## config.mk

```make
export PLATFORM = sky130hd
export DESIGN_NAME = refscrub_seq
export DESIGN_NICKNAME = d
export VERILOG_FILES = /design/src/rtl/refscrub_pkg.sv /design/src/rtl/refscrub_timer.sv /design/src/rtl/refscrub_burst.sv /design/src/rtl/refscrub_rowbank.sv /design/src/rtl/refscrub_seq.sv
export SDC_FILE = /design/constraint.sdc
export NUM_CORES = 1
export LEC_CHECK = 0
export BUFFER_PORTS_ARGS = -buffer_cell sky130_fd_sc_hd__buf_2
export CAP_MARGIN = 40
export CORE_MARGIN = 2
export CORE_UTILIZATION = 53
export CTS_BUF_LIST = sky130_fd_sc_hd__clkbuf_4
export DETAILED_ROUTE_END_ITERATION = 10
export PLACE_DENSITY = 0.78
export SYNTH_ARGS = -nofsm -noshare
export SYNTH_HDL_FRONTEND = slang
export SYNTH_SLANG_ARGS = --single-unit
```

## constraint.sdc

```tcl
create_clock -name clk -period 1.7 [get_ports clk]
set_clock_uncertainty 0.05 [all_clocks]
set_input_delay 0.085 -clock clk [delete_from_list [all_inputs] [get_ports clk]]
set_output_delay 0.085 -clock clk [all_outputs]
set_load 0.02 [all_outputs]
```

## src/rtl/refscrub_pkg.sv

```systemverilog
package refscrub_pkg;
  typedef enum logic [1:0] {
    ST_IDLE = 2'd0,
    ST_WAIT = 2'd1,
    ST_ACT  = 2'd2,
    ST_PRE  = 2'd3
  } seq_state_t;
endpackage

```

## src/rtl/refscrub_timer.sv

```systemverilog
module refscrub_timer #(
  parameter int CLK_MHZ = 50,
  parameter int SLOW_US = 60,
  parameter int FAST_US = 30
) (
  input  logic clk,
  input  logic rst_n,
  input  logic run,
  input  logic load,
  input  logic fast_ref,
  output logic expire
);
  localparam int SLOW_CNT = CLK_MHZ * SLOW_US;
  localparam int FAST_CNT = CLK_MHZ * FAST_US;
  localparam int CNT_W    = $clog2(SLOW_CNT + 1);

  logic [CNT_W-1:0] cnt_q;
  logic [CNT_W-1:0] reload_val;

  assign reload_val = fast_ref ? CNT_W'(FAST_CNT - 1) : CNT_W'(SLOW_CNT - 1);
  assign expire     = run && (cnt_q == '0);

  always_ff @(posedge clk or negedge rst_n) begin
    if (!rst_n)                   cnt_q <= CNT_W'(SLOW_CNT - 1);
    else if (load)                cnt_q <= reload_val;
    else if (run && cnt_q != '0)  cnt_q <= cnt_q - 1'b1;
  end
endmodule

```

## src/rtl/refscrub_burst.sv

```systemverilog
module refscrub_burst
  import refscrub_pkg::*;
#(
  parameter int T_RAS  = 6,
  parameter int T_RP   = 3,
  parameter int CYCLES = 4,
  localparam int TICK_W = $clog2(((T_RAS > T_RP) ? T_RAS : T_RP) + 1),
  localparam int CYC_W  = (CYCLES > 1) ? $clog2(CYCLES) : 1
) (
  input  logic              clk,
  input  logic              rst_n,
  input  logic              expire,
  input  logic              gnt,
  output seq_state_t        state,
  output logic [CYC_W-1:0]  cyc_idx,
  output logic [TICK_W-1:0] tick,
  output logic              cyc_end,
  output logic              done
);
  seq_state_t        state_q;
  logic [CYC_W-1:0]  cyc_q;
  logic [TICK_W-1:0] tick_q;
  logic              act_last;
  logic              pre_last;

  assign act_last = (state_q == ST_ACT) && (tick_q == TICK_W'(T_RAS - 1));
  assign pre_last = (state_q == ST_PRE) && (tick_q == TICK_W'(T_RP - 1));
  assign cyc_end  = pre_last;
  assign done     = pre_last && (cyc_q == CYC_W'(CYCLES - 1));
  assign state    = state_q;
  assign cyc_idx  = cyc_q;
  assign tick     = tick_q;

  always_ff @(posedge clk or negedge rst_n) begin
    if (!rst_n) begin
      state_q <= ST_IDLE;
      cyc_q   <= '0;
      tick_q  <= '0;
    end else begin
      unique case (state_q)
        ST_IDLE: if (expire) state_q <= ST_WAIT;
        ST_WAIT: if (gnt) begin
          state_q <= ST_ACT;
          cyc_q   <= '0;
          tick_q  <= '0;
        end
        ST_ACT: begin
          if (act_last) begin
            state_q <= ST_PRE;
            tick_q  <= '0;
          end else begin
            tick_q <= tick_q + 1'b1;
          end
        end
        ST_PRE: begin
          if (pre_last) begin
            tick_q <= '0;
            if (done) begin
              state_q <= ST_IDLE;
            end else begin
              state_q <= ST_ACT;
              cyc_q   <= cyc_q + 1'b1;
            end
          end else begin
            tick_q <= tick_q + 1'b1;
          end
        end
        default: state_q <= ST_IDLE;
      endcase
    end
  end
endmodule

```

## src/rtl/refscrub_rowbank.sv

```systemverilog
module refscrub_rowbank #(
  parameter int ROW_W = 11
) (
  input  logic             clk,
  input  logic             rst_n,
  input  logic             advance,
  output logic [ROW_W-1:0] row,
  output logic             bank_sel
);
  logic [ROW_W-1:0] row_q;
  logic             sel_q;

  assign row      = row_q;
  assign bank_sel = sel_q;

  always_ff @(posedge clk or negedge rst_n) begin
    if (!rst_n) begin
      row_q <= '0;
      sel_q <= 1'b0;
    end else if (advance) begin
      row_q <= row_q + 1'b1;
      if (&row_q) sel_q <= ~sel_q;
    end
  end
endmodule

```

## src/rtl/refscrub_seq.sv

```systemverilog
module refscrub_seq
  import refscrub_pkg::*;
#(
  parameter int CLK_MHZ = 50,
  parameter int ROW_W   = 11,
  parameter int T_RAS   = 6,
  parameter int T_RP    = 3,
  parameter int T_OE    = 2
) (
  input  logic             clk,
  input  logic             rst_n,
  input  logic             fast_ref,
  input  logic             bank_a_present,
  input  logic             bank_b_present,
  input  logic             ref_gnt,
  output logic             ref_req,
  output logic [1:0]       ras_n,
  output logic [1:0]       cas_n,
  output logic [1:0]       oe_n,
  output logic [1:0]       we_n,
  output logic [ROW_W-1:0] row_addr
);
  localparam int CYCLES = 4;
  localparam int TICK_W = $clog2(((T_RAS > T_RP) ? T_RAS : T_RP) + 1);
  localparam int CYC_W  = $clog2(CYCLES);

  seq_state_t        state;
  logic [CYC_W-1:0]  cyc_idx;
  logic [TICK_W-1:0] tick;
  logic              cyc_end;
  logic              done;
  logic              expire;
  logic              bank_sel;
  logic              scrub_on;
  logic              oe_phase;
  logic [1:0]        target;

  refscrub_timer #(.CLK_MHZ(CLK_MHZ)) u_timer (
    .clk(clk), .rst_n(rst_n), .run(state == ST_IDLE), .load(done),
    .fast_ref(fast_ref), .expire(expire)
  );

  refscrub_burst #(.T_RAS(T_RAS), .T_RP(T_RP), .CYCLES(CYCLES)) u_burst (
    .clk(clk), .rst_n(rst_n), .expire(expire), .gnt(ref_gnt),
    .state(state), .cyc_idx(cyc_idx), .tick(tick),
    .cyc_end(cyc_end), .done(done)
  );

  refscrub_rowbank #(.ROW_W(ROW_W)) u_rows (
    .clk(clk), .rst_n(rst_n), .advance(cyc_end),
    .row(row_addr), .bank_sel(bank_sel)
  );

  always_comb begin
    unique case ({bank_b_present, bank_a_present})
      2'b11:   target = bank_sel ? 2'b10 : 2'b01;
      2'b01:   target = 2'b01;
      2'b10:   target = 2'b10;
      default: target = 2'b00;
    endcase
  end

  assign ref_req  = (state != ST_IDLE);
  assign scrub_on = (state == ST_ACT) && (cyc_idx == '0);
  assign oe_phase = (tick < TICK_W'(T_OE));

  for (genvar b = 0; b < 2; b++) begin : g_bank
    assign ras_n[b] = ~(state == ST_ACT);
    assign cas_n[b] = ~(target[b] & scrub_on);
    assign oe_n[b]  = ~(target[b] & scrub_on & oe_phase);
    assign we_n[b]  = ~(target[b] & scrub_on & ~oe_phase);
  end
endmodule

```

==> impl_metrics.csv <==
group,metric,value,unit
outcome,status,"finished, violations left",
outcome,violations,"negative setup slack",
detailed_routing,vias_per_cell,5.54,
setup_path,end_kind,"register",
timing,min_period,1.72,ns
detailed_routing,dr.pass1.iters,4,
detailed_routing,drtAntennaViolNets,0,
placement,place.detailed.hpwl,2590,microns
synthesis,synth_nets,190,
timing,hold_viol,0,
floorplanning,dieWidth,62.0,microns
cells_and_area,drive_above_1_share,41.2,%
setup_path,crit_type,"reg -> reg",
timing,period_share,101,%
setup_path,crit_required,1.86,ns
cells_and_area,utilization,68.2,%
synthesis,ys_ff_latch,31,
cells_and_area,fill_cells,234,
pwr,pwr-share-clk,16.9,%
hold_path,hold_end,"u_timer.cnt_q[3]$_DFFE_PN0P_",
pwr,p_comb_share,41.5,%
global_route,grt_max_degree,32,
synthesis,async_flop_share,100,%
synthesis,ys_warn_count,0,
detailed_routing,avgRoutedWirePerCell,14.3,microns
global_route,grt_pass1_wl,6240,microns
setup_path,reg2reg_depth,6,
pwr,p_leak,1.06,nW
timing,whs,0.0168,ns
cts,cts_tree,"yes",
detailed_routing,num_vias,1478,
setup_path,r2r_start,"u_timer.cnt_q[1]$_DFFE_PN1P_",
setup_path,rrSetupSlack,-0.02,ns
timing,setup_violations,2,
floorplanning,initial_core_util,54.3,%
synthesis,synth.yosys.seq_area_share,44.1,%
setup_path,rr_endpoint,"u_timer.cnt_q[10]$_DFFE_PN0P_",
cells_and_area,final_net_count,234,
pwr,p_int,0.00199,W
placement,gp_congestion,0.831,
cts,clockBufferDepth,2,
pwr,power,0.00332,W
floorplanning,die_height,62.0,microns
detailed_routing,drc,0,
global_route,grt_pass1_vias,1357,
timing,setup_ws,-0.0213,ns
timing,slew_viol_final,0,
pwr,ir_worst_vdd,0.000806,V
cts,cts.sinks,31,
timing,tightest_slew,0.675,ns
synthesis,postSynthCellCount,176,
cells_and_area,syn_to_final_growth,25.5,%
pwr,switching_share,40.1,%
pwr,pwr-share-seq,41.6,%
synthesis,synthDistinctLibCells,46,
detailed_routing,initialDrtViolationCount,35,
timing,max_slew_margin,55.0,%
cts,htree_levels,2,
hold_path,worstHoldStart,"fast_ref",
floorplanning,io_pins,26,
floorplanning,die-area,0.00385,sq mm
pwr,switching_power,0.00133,W
setup_path,cp-start-kind,"register",
pwr,powerDensity,1480,mW/mm^2
cts,cts_made_buffers,5,
run,drv_cap,0,
global_route,grt_usage,22.0,%
synthesis,syn_avg_cell_area,10.1,sq um
timing,fmax,581,MHz
setup_path,cp_data_arrival_time,1.88,ns
cts,cts-root-buf,"clkbuf_4",
hold_path,hp-class,"in -> reg",
placement,portBuffers,25,
synthesis,synthFlopType,"dfrtp_1",
timing,rsz0062_at_grt,"yes",
floorplanning,core,0.00328,sq mm
cells_and_area,diodes,0,
global_route,grt_remaining_overflow,0,
setup_path,cp_max_fo,7,
cts,clk_latency,0.33,ns
synthesis,synth.cell_area,0.00178,sq mm
cts,clk_pin_slew,0.10,ns
hold_path,whs_path_depth,3,
global_route,antenna_found_initial,0,
synthesis,synth_edf_count,0,
detailed_routing,drt_wl_total,3820,microns
floorplanning,rows,21,
==> flip-flops by register name, summed over array words and instances (netlist names) <==
signal and cells:
u_burst.cyc_idx 2, u_burst.state 2, u_burst.tick 3, u_rows.bank_sel 1
u_rows.row 11, u_timer.cnt_q 12
==> stage by stage <==
step / TNS [ns] / setup slack (ns) / cells / area, sq um
floorplan: 0 / 0.0542 / 176 / 1780
global placement: -0.00981 / -0.00981 / 251 / 1990
detailed placement: -0.0592 / -0.0514 / 251 / 1990
CTS: 0 / 0.00117 / 266 / 2150
global route: -0.623 / -0.0684 / 267 / 2240
finish: -0.0241 / -0.0213 / 267 / 2240
==> timing repair <==
item / CTS / global route
hold buffers: 1 / 0
cloned: 1 / 0
hold endpoints to repair: 22 / 0
pin swaps: 3 / 6
gates resized for setup: 8 / 29
setup buffers: 5 / 1
setup endpoints to repair: 13 / 20
==> how the worst max path moves through the flow <==
stage	start	end	slack, ns	depth (start not counted)
global route	u_timer.cnt_q[1]$_DFFE_PN1P_	u_timer.cnt_q[5]$_DFFE_PN1P_	-0.07	6
global placement	u_burst.tick[0]$_DFFE_PN0P_	u_rows.bank_sel$_DFFE_PN0P_	-0.01	6
CTS	u_timer.cnt_q[0]$_DFFE_PN1P_	u_timer.cnt_q[10]$_DFFE_PN0P_	0.001	6
detailed placement	u_burst.tick[0]$_DFFE_PN0P_	u_rows.bank_sel$_DFFE_PN0P_	-0.05	6
floorplan	u_burst.tick[0]$_DFFE_PN0P_	u_timer.cnt_q[6]$_DFFE_PN0P_	0.05	8
finish	u_timer.cnt_q[1]$_DFFE_PN1P_	u_timer.cnt_q[10]$_DFFE_PN0P_	-0.02	6
==> cell usage after synthesis, types with 2 or more instances <==
cell	count	area, sq um
dfstp_2	9	236
xnor2_1	5	43.8
nor2_1	11	41.3
a22o_1	2	17.5
and3_2	3	22.5
ha_1	8	100
o21ai_0	14	70.1
inv_1	14	52.6
nor4_1	2	12.5
nand3_1	4	20.0
a31oi_1	4	25.0
a41oi_1	2	17.5
xor2_1	6	52.6
and2_1	2	12.5
nand2b_1	3	18.8
nor3_4	3	48.8
a21oi_1	5	25.0
buf_6	3	33.8
nor3_1	7	35.0
nand4_1	2	12.5
and3_1	7	43.8
nand2_1	12	45.0
mux2i_1	2	20.0
a311oi_1	2	17.5
o31ai_1	2	15.0
dfrtp_1	22	551
==> worst max-delay path, cell delays in order, from the launching register on <==
cell	delay [ns]
dfstp_2	0.41
inv_2	0.06
ha_1	0.14
or3b_4	0.40
nor3_4	0.26
and3_4	0.24
o31ai_1	0.06
==> power groups by stage <==
stage / clock, W / sequential (W) / combinational [W]
floorplan: 0 / 0.00141 / 0.000831
global placement: 0 / 0.00138 / 0.00115
detailed placement: 0 / 0.00140 / 0.00121
CTS: 0.000569 / 0.00137 / 0.00132
global route: 0.000604 / 0.00142 / 0.00155
finish: 0.000560 / 0.00138 / 0.00138
==> cells by family (layout without fill, tap and decap cells) <==
group | after synthesis | count (layout) | synth area share [%]
buffers and inverters | 19 | 63 | 5.54
muxes | 3 | 3 | 1.75
xor gates and xnor gates | 11 | 11 | 5.40
and+or+nand+nor | 70 | 71 | 25.8
AOI/OAI and AO/OA | 34 | 34 | 11.8
DFF | 31 | 31 | 44.1
adders and majority gates | 8 | 8 | 5.61
==> final cells by class <==
class / instances / area (sq um) / area share [%]
Multi-Input combinational cell: 127 / 986 / 44.0
Sequential cell: 31 / 788 / 35.2
Clock inverter: 3 / 38.8 / 1.73
Inverter: 14 / 52.6 / 2.35
Tap cell: 46 / 57.6 / 2.57
Timing Repair Buffer: 41 / 279 / 12.5
Clock buffer: 5 / 37.5 / 1.68
==> layer usage <==
metal / up-vias / share of wire, % / global-route usage, % / wire length (microns)
met5: - / 0 / 0 / 0
met4: 0 / 1.7 / 5.47 / 63
met2: 33 / 51 / 35.3 / 1950
met3: 9 / 2.7 / 5.59 / 103
met1: 713 / 45 / 29.8 / 1700
li1: 723 / - / - / -
==> placed cells by master (no fill, tap or decap), types with 2 or more instances in the layout <==
master	n
and3_4	4
buf_6	5
nand2b_1	3
dfstp_2	9
nor4_1	2
buf_4	15
o21ai_0	10
inv_1	10
nand4_1	2
a22o_1	2
and3_2	2
ha_2	2
nand3_1	5
nor3_4	4
nand2_1	11
xnor2_1	5
dfrtp_1	21
clkbuf_4	5
a311oi_2	2
nor2_1	11
a31oi_1	4
a21oi_1	5
and3_1	4
mux2i_1	2
o31ai_1	2
buf_2	20
xor2_1	6
and2_1	2
inv_2	4
nor3_1	2
ha_1	6
nor3_2	4
o21ai_1	3
Note: power is estimated with default switching activity, not from simulation.
